[config.mk]
export PLATFORM = sky130hd
export DESIGN_NAME = pll_clk_ctrl
export DESIGN_NICKNAME = d
export VERILOG_FILES = /design/src/rtl/pll_clk_ctrl.sv
export SDC_FILE = /design/constraint.sdc
export NUM_CORES = 1
export LEC_CHECK = 0
export ABC_CLOCK_PERIOD_IN_PS = 1900
export BUFFER_PORTS_ARGS = -buffer_cell sky130_fd_sc_hd__buf_2
export CORE_MARGIN = 2
export CORE_UTILIZATION = 50
export DETAILED_ROUTE_END_ITERATION = 12
export GPL_ROUTABILITY_DRIVEN = 0
export PLACE_DENSITY = 0.75
export SLEW_MARGIN = 20
export SYNTH_ARGS = -nofsm -noshare
export SYNTH_HDL_FRONTEND = slang
export SYNTH_SLANG_ARGS = --single-unit
export TNS_END_PERCENT = 100
[constraint.sdc]
create_clock -name clk -period 1.9 [get_ports clk]
set_input_delay 0.38 -clock clk [delete_from_list [all_inputs] [get_ports clk]]
set_output_delay 0.38 -clock clk [all_outputs]
set_load 0.05 [all_outputs]
[src/rtl/pll_clk_ctrl.sv]
module pll_clk_ctrl #(
  parameter int SYNC_STAGES = 2,
  parameter int ODIV_W      = 4
) (
  input  logic              clk,
  input  logic              rst_n,
  input  logic              cfg_wr,
  input  logic [ODIV_W+1:0] cfg_wdata,
  output logic [ODIV_W+1:0] cfg_rdata,
  input  logic              osc_lock_a,
  input  logic              pll_lock_a,
  input  logic              sleep_req,
  input  logic              wake_evt,
  input  logic              rtc_on_main,
  output logic [ODIV_W:0]   div_k,
  output logic              vco_en,
  output logic [1:0]        clk_sel,
  output logic              pll_locked,
  output logic              emerg,
  output logic              osc_locked,
  output logic              sleep_ok
);
  localparam int REG_W = ODIV_W + 2;
  localparam logic [ODIV_W-1:0] ODIV_MAX = '1;
  localparam logic [ODIV_W:0]   K_SAFE   = (ODIV_W+1)'(2**ODIV_W);
  localparam logic [1:0] SEL_OSC = 2'b00, SEL_PLL = 2'b01, SEL_OFF = 2'b10;

  typedef enum logic [2:0] {ST_RUN, ST_RELOCK, ST_SLEEP, ST_WAKE, ST_EMERG} st_t;

  st_t state;
  logic [SYNC_STAGES-1:0] osc_sh, pll_sh;
  logic [1:0]        mode_q;
  logic [ODIV_W-1:0] odiv_q;
  logic lock_q, emerg_q, pend_q, seen_low_q;

  wire osc_s = osc_sh[SYNC_STAGES-1];
  wire pll_s = pll_sh[SYNC_STAGES-1];

  always_ff @(posedge clk or negedge rst_n)
    if (!rst_n) begin
      osc_sh <= '0;
      pll_sh <= '0;
    end else begin
      osc_sh <= {osc_sh[SYNC_STAGES-2:0], osc_lock_a};
      pll_sh <= {pll_sh[SYNC_STAGES-2:0], pll_lock_a};
    end

  wire active  = (state == ST_RUN) || (state == ST_RELOCK) || (state == ST_EMERG);
  wire wr_ok   = cfg_wr && active;
  wire wr_pll  = wr_ok && cfg_wdata[1];
  wire wr_byp  = wr_ok && !cfg_wdata[1] && !emerg_q && (state != ST_EMERG);
  wire forced  = (state == ST_RELOCK) || (state == ST_EMERG);

  always_ff @(posedge clk or negedge rst_n)
    if (!rst_n) begin
      state      <= ST_RUN;
      mode_q     <= 2'b00;
      odiv_q     <= '0;
      lock_q     <= 1'b0;
      emerg_q    <= 1'b0;
      pend_q     <= 1'b0;
      seen_low_q <= 1'b0;
    end else begin
      case (state)
        ST_RUN, ST_RELOCK, ST_EMERG: begin
          if (wr_pll) begin
            mode_q     <= cfg_wdata[1:0];
            odiv_q     <= cfg_wdata[REG_W-1:2];
            lock_q     <= 1'b0;
            pend_q     <= 1'b1;
            seen_low_q <= 1'b0;
            state      <= ST_RELOCK;
          end else if (wr_byp) begin
            mode_q <= cfg_wdata[1:0];
            odiv_q <= cfg_wdata[REG_W-1:2];
            pend_q <= 1'b0;
            state  <= ST_RUN;
          end else if (sleep_req) begin
            state <= ST_SLEEP;
          end else if (state == ST_RELOCK) begin
            if (!pll_s) seen_low_q <= 1'b1;
            else if (seen_low_q) begin
              lock_q  <= 1'b1;
              pend_q  <= 1'b0;
              emerg_q <= 1'b0;
              state   <= ST_RUN;
            end
          end
        end
        ST_SLEEP:
          if (wake_evt) begin
            if (pend_q || emerg_q) begin
              emerg_q <= 1'b1;
              lock_q  <= 1'b0;
              pend_q  <= 1'b0;
              state   <= ST_EMERG;
            end else if (mode_q == 2'b00 && rtc_on_main) state <= ST_RUN;
            else state <= ST_WAKE;
          end
        ST_WAKE:
          if (osc_s) begin
            if (mode_q[1]) begin
              lock_q     <= 1'b0;
              seen_low_q <= 1'b0;
              state      <= ST_RELOCK;
            end else state <= ST_RUN;
          end
        default: state <= ST_RUN;
      endcase
    end

  wire [ODIV_W-1:0] rd_odiv = forced ? ODIV_MAX : odiv_q;

  assign cfg_rdata  = {rd_odiv, mode_q};
  assign div_k      = forced ? K_SAFE : ({1'b0, odiv_q} + 1'b1);
  assign vco_en     = forced || (state == ST_RUN && mode_q != 2'b00);
  assign clk_sel    = forced ? SEL_PLL :
                      (state == ST_RUN) ? (mode_q[1] ? SEL_PLL : SEL_OSC) : SEL_OFF;
  assign pll_locked = lock_q;
  assign emerg      = emerg_q;
  assign osc_locked = osc_s;
  assign sleep_ok   = osc_s && lock_q && (rd_odiv != ODIV_MAX);

  p_reloc_div16_r2: assert property (@(posedge clk) disable iff (!rst_n)
    wr_pll |=> (div_k == K_SAFE) && !pll_locked && (cfg_rdata[REG_W-1:2] == ODIV_MAX));

  p_bypass_keep_lock_r4: assert property (@(posedge clk) disable iff (!rst_n)
    (wr_byp && state == ST_RUN) |=> (pll_locked == $past(pll_locked)) && (state == ST_RUN));

  p_lock_clean_r3: assert property (@(posedge clk) disable iff (!rst_n)
    $rose(lock_q) |-> !emerg_q && (state == ST_RUN) && (clk_sel == SEL_PLL || clk_sel == SEL_OSC));

  p_sleep_vco_off_r6: assert property (@(posedge clk) disable iff (!rst_n)
    (state == ST_SLEEP) |-> !vco_en && (clk_sel == SEL_OFF));

  p_emerg_div_r9: assert property (@(posedge clk) disable iff (!rst_n)
    (emerg_q && state != ST_SLEEP) |-> (div_k == K_SAFE));

  p_direct_wake_r7: assert property (@(posedge clk) disable iff (!rst_n)
    (state == ST_SLEEP && wake_evt && mode_q == 2'b00 && rtc_on_main && !pend_q && !emerg_q)
    |=> (clk_sel == SEL_OSC));
endmodule

# After elaboration in Yosys (flattened, before gate mapping)
# Cells that the tools add are included.
# totals
register_bits	17
input_bits	14
# classes
n_eq_ne	29
reduce_logical	30
n_mux	50
addsub	1
# ops
cell	n
$mux 1	27
$mux 3	9
$ne 3x3->1 const B	7
$ne 2x2->1 const B	10
$ne 4x4->1 const B	5
$ne 5x5->1 const B	3
$reduce_and 7->1	2
$mux 4	3
$mux 2	5
$reduce_and 10->1	1
$logic_and 1x1->1	9
$pmux 3 s3	1
$reduce_and 9->1	1
$reduce_bool 2->1	4
$eq 3x2->1 const B	2
$pmux 1 s2	3
$add 4x1->5 const B	1
$logic_or 1x1->1	5
$mux 5	1
$reduce_and 5->1	1
$eq 3x1->1 const B	1
$eq 3x3->1 const B	1
$logic_not 3->1	1
$pmux 1 s3	1
5 further kinds	6

# Depth between registers and ports, before layout
# logic_depth
word_depth	10
ltp_mapped	6

# Worst setup path before layout
# No wires, ideal clock.
# synth_path
path_type	reg2out
from	reg state[2]
to	out vco_en
path_slack_ns	-0.280
arrival_ns	1.800
required_ns	1.520
path_buffers	1
path_stages_with_launch	5
path_cell_list	dfrtp_1 buf_2 nand2_1 nand2_1 a21oi_1
# synth_via
elab_chain_cells	3
elab_cells_between_ends	6
# synth_lines
element	line	source
start: declaration	30	st_t state;
start signal: assignment	56	state <= ST_RUN;
start signal: assignment	72	state <= ST_RELOCK;
start signal: assignment	77	state <= ST_RUN;
$eq 3x1->1, or another cell as far along	52	wire forced = (state == ST_RELOCK) || (state == ST_EMERG);
$logic_or 1x1->1 or $logic_and 1x1->1 (tied branches)	52, 116	
$logic_or 1x1->1 (*)	116	assign vco_en = forced || (state == ST_RUN && mode_q != 2'b00);
end: declaration	16	output logic vco_en,
# Every way passes the cells marked *; elsewhere a longest branch is shown, timed or not.

# Worst setup path after layout
# layout_path
from	reg state[0]
to	out cfg_rdata[2]
# layout_via
elab_chain_cells	3
elab_cells_between_ends	4
# layout_lines
element	line	source
$eq 3x1->1 or $eq 3x3->1 (tied branches)	52	
$logic_or 1x1->1 (*)	52	
$mux 4 (*)	112	wire [ODIV_W-1:0] rd_odiv = forced ? ODIV_MAX : odiv_q;
end: declaration	9	output logic [ODIV_W+1:0] cfg_rdata,
# Marked as above.

==> metrics.csv <==
metric,value,unit
cts.clk_slew.worst_paths,0.11,ns
critPathMaxFanout,9,
start_kind,register,
clock-sinks,17,
ys_async_sr_fraction,1.000,
first_pass_iters,4,
syn_to_final_growth,29.07,%
maxSlewHeadroom,0.6620,
multi_input_area,585.6,µm²
fp.dieH,49.74,µm
fmax,0.5375,GHz
worstHoldPathCells,1,
min_to,osc_sh[0],
grt-ovfl-total,0,
fill_cells,187,
diodes,0,
ant_nets,0,
finalCritPeriodShare,0.9793,
cp.required,1.52,ns
hpwlAfterDp,1823,µm
die_area,2474,µm²
wirelength,2489,µm
cts-htree-levels,1,
grt_max_degree,18,
drive_above_1_share,0.4267,
grt_usage,0.2140,
synth.cell_area,1046,µm²
final_cell_mix,"buf_2, dfrtp_1, nand2_1",
hold_viol_final,0,
regArea,426.7,µm²
synth_nets,131,
drc,0,
initial_core_util,0.5332,
grt_pass1_vias,873,
io_buffer_count,31,
ff2ff_setup_slack,0.14,ns
reg2regPathDepth,5,
core,1962,µm²
avgRoutedWirePerCell,14.06,µm
worst_slew_pin_slew,0.5069,ns
path_class,register to output pin,
status,"complete, no violations",
fin_hold_ws,0.1932,ns
viasPerCell,5.588,
cts_buffer_depth,2,
placementRows,16,
ys_seq_area_frac,0.4067,
endpoint_kind,output pin,
antenna_found_initial,0,
r2r-start,state[1],
arrival,1.48,ns
fin_skew,0.004543,ns
period_needed,1.861,ns
synth_edf_count,0,
post_cts_buffers,0,
synth-seq-cells,17,
clock_latency,0.29,ns
dieWidth,49.74,µm
setup_violations,0,
hp-start,osc_lock_a,
hold_path.class,input pin to register,
cts_buffers,3,
cts_tree,yes,
syn_inst,116,
root_buffer,clkbuf_4,
avgSynthCellArea,9.017,µm²
initialDrtViolationCount,27,
drv_slew,0,
rsz0062_at_grt,yes,
io-pin-count,32,
cap_violations,0,
nNetsFinal,166,
synth_ff_type,dfrtp_1,
synth.distinct_cells,41,
yosysWarnings,0,
grt_pass1_wl,4091,µm
final_common_cell,buf_2,
r2r_end,pll_locked,
via_count,989,
-- synthesized netlist by cell type (2+ instances only) --
library cell / instances / area [µm²]
inv_1: 7 / 26.28
nor2_1: 10 / 37.54
a31oi_1: 3 / 18.77
or2_2: 4 / 25.02
o21ai_0: 7 / 35.03
dfrtp_1: 17 / 425.4
nand4_1: 4 / 25.02
mux2_2: 5 / 56.30
o21ai_2: 2 / 17.52
nand2_1: 10 / 37.54
nand3_1: 6 / 30.03
xnor2_1: 2 / 17.52
a21oi_1: 9 / 45.04
buf_2: 3 / 15.01
-- registers in the layout (all words and copies together) (netlist names) --
name / cells
odiv_q: 4
state: 3
mode_q: 2
osc_sh: 2
pll_sh: 2
emerg: 1
pend_q: 1
pll_locked: 1
seen_low_q: 1
-- area by class of cell --
cell class / count / area share
inverters: 8 / 0.02502
clock buffers: 3 / 0.01668
repair buffers: 35 / 0.1779
well taps: 27 / 0.02502
multi-input cells: 86 / 0.4337
clock inverters: 1 / 0.005561
flip-flops and latches: 17 / 0.3160
-- metal layers --
metal  GRT usage  wire, µm
met1      0.3065      1141
met3     0.02727        88
met4     0.04167        14
met5           0         0
met2      0.3489      1245
-- what timing repair did --
item	in CTS	in global routing
endpoints found under the setup margin	12	11
pin swaps	0	1
cloned	0	0
hold endpoints to repair	17	0
hold buffers	1	0
gates resized for setup	8	19
-- through the flow --
step | utilization | cells | TNS, ns | cell area [µm²] | setup slack, ns
final | 0.6881 | 177 | 0 | 1350 | 0.03940
after global routing | 0.6881 | 177 | -0.08517 | 1350 | -0.02373
after CTS | 0.6645 | 177 | 0 | 1304 | 0.002618
after detailed placement | 0.6301 | 172 | 0 | 1236 | 0.1720
after global placement | 0.6301 | 172 | 0 | 1236 | 0.2177
after floorplan | - | 116 | 0 | 1059 | 0.003656
-- logic make-up (layout without fill, tap and decap cells) --
group,Yosys count,count (layout),synth area share
XOR/XNOR,3,3,0.02512
AO/OA/AOI/OAI,32,32,0.2105
buffers and inverters,13,47,0.06100
adder cells (fa/ha/maj),1,1,0.01196
multiplexers,6,6,0.06459
flip-flops,17,17,0.4067
AND/OR/NAND/NOR,44,44,0.2201
-- worst max-delay path by stage --
stage,start,end,slack [ns],cells after the start
finish,state[0],cfg_rdata[2],0.04,4
global route,state[0],div_k[0],-0.02,5
CTS,state[2],cfg_rdata[5],0.003,4
detailed placement,state[1],cfg_rdata[2],0.17,3
global placement,state[1],cfg_rdata[2],0.22,3
floorplan,state[2],vco_en,0.004,4
-- worst max-delay path, stage by stage (launching register included) --
cell and delay [ns]:
dfrtp_1 0.43, xnor2_2 0.21, nor2_4 0.08, or2_4 0.25
clkbuf_4 0.22
Power is not shown: default switching activity piles up to over one toggle a cycle in this logic, so the estimate is an artifact.
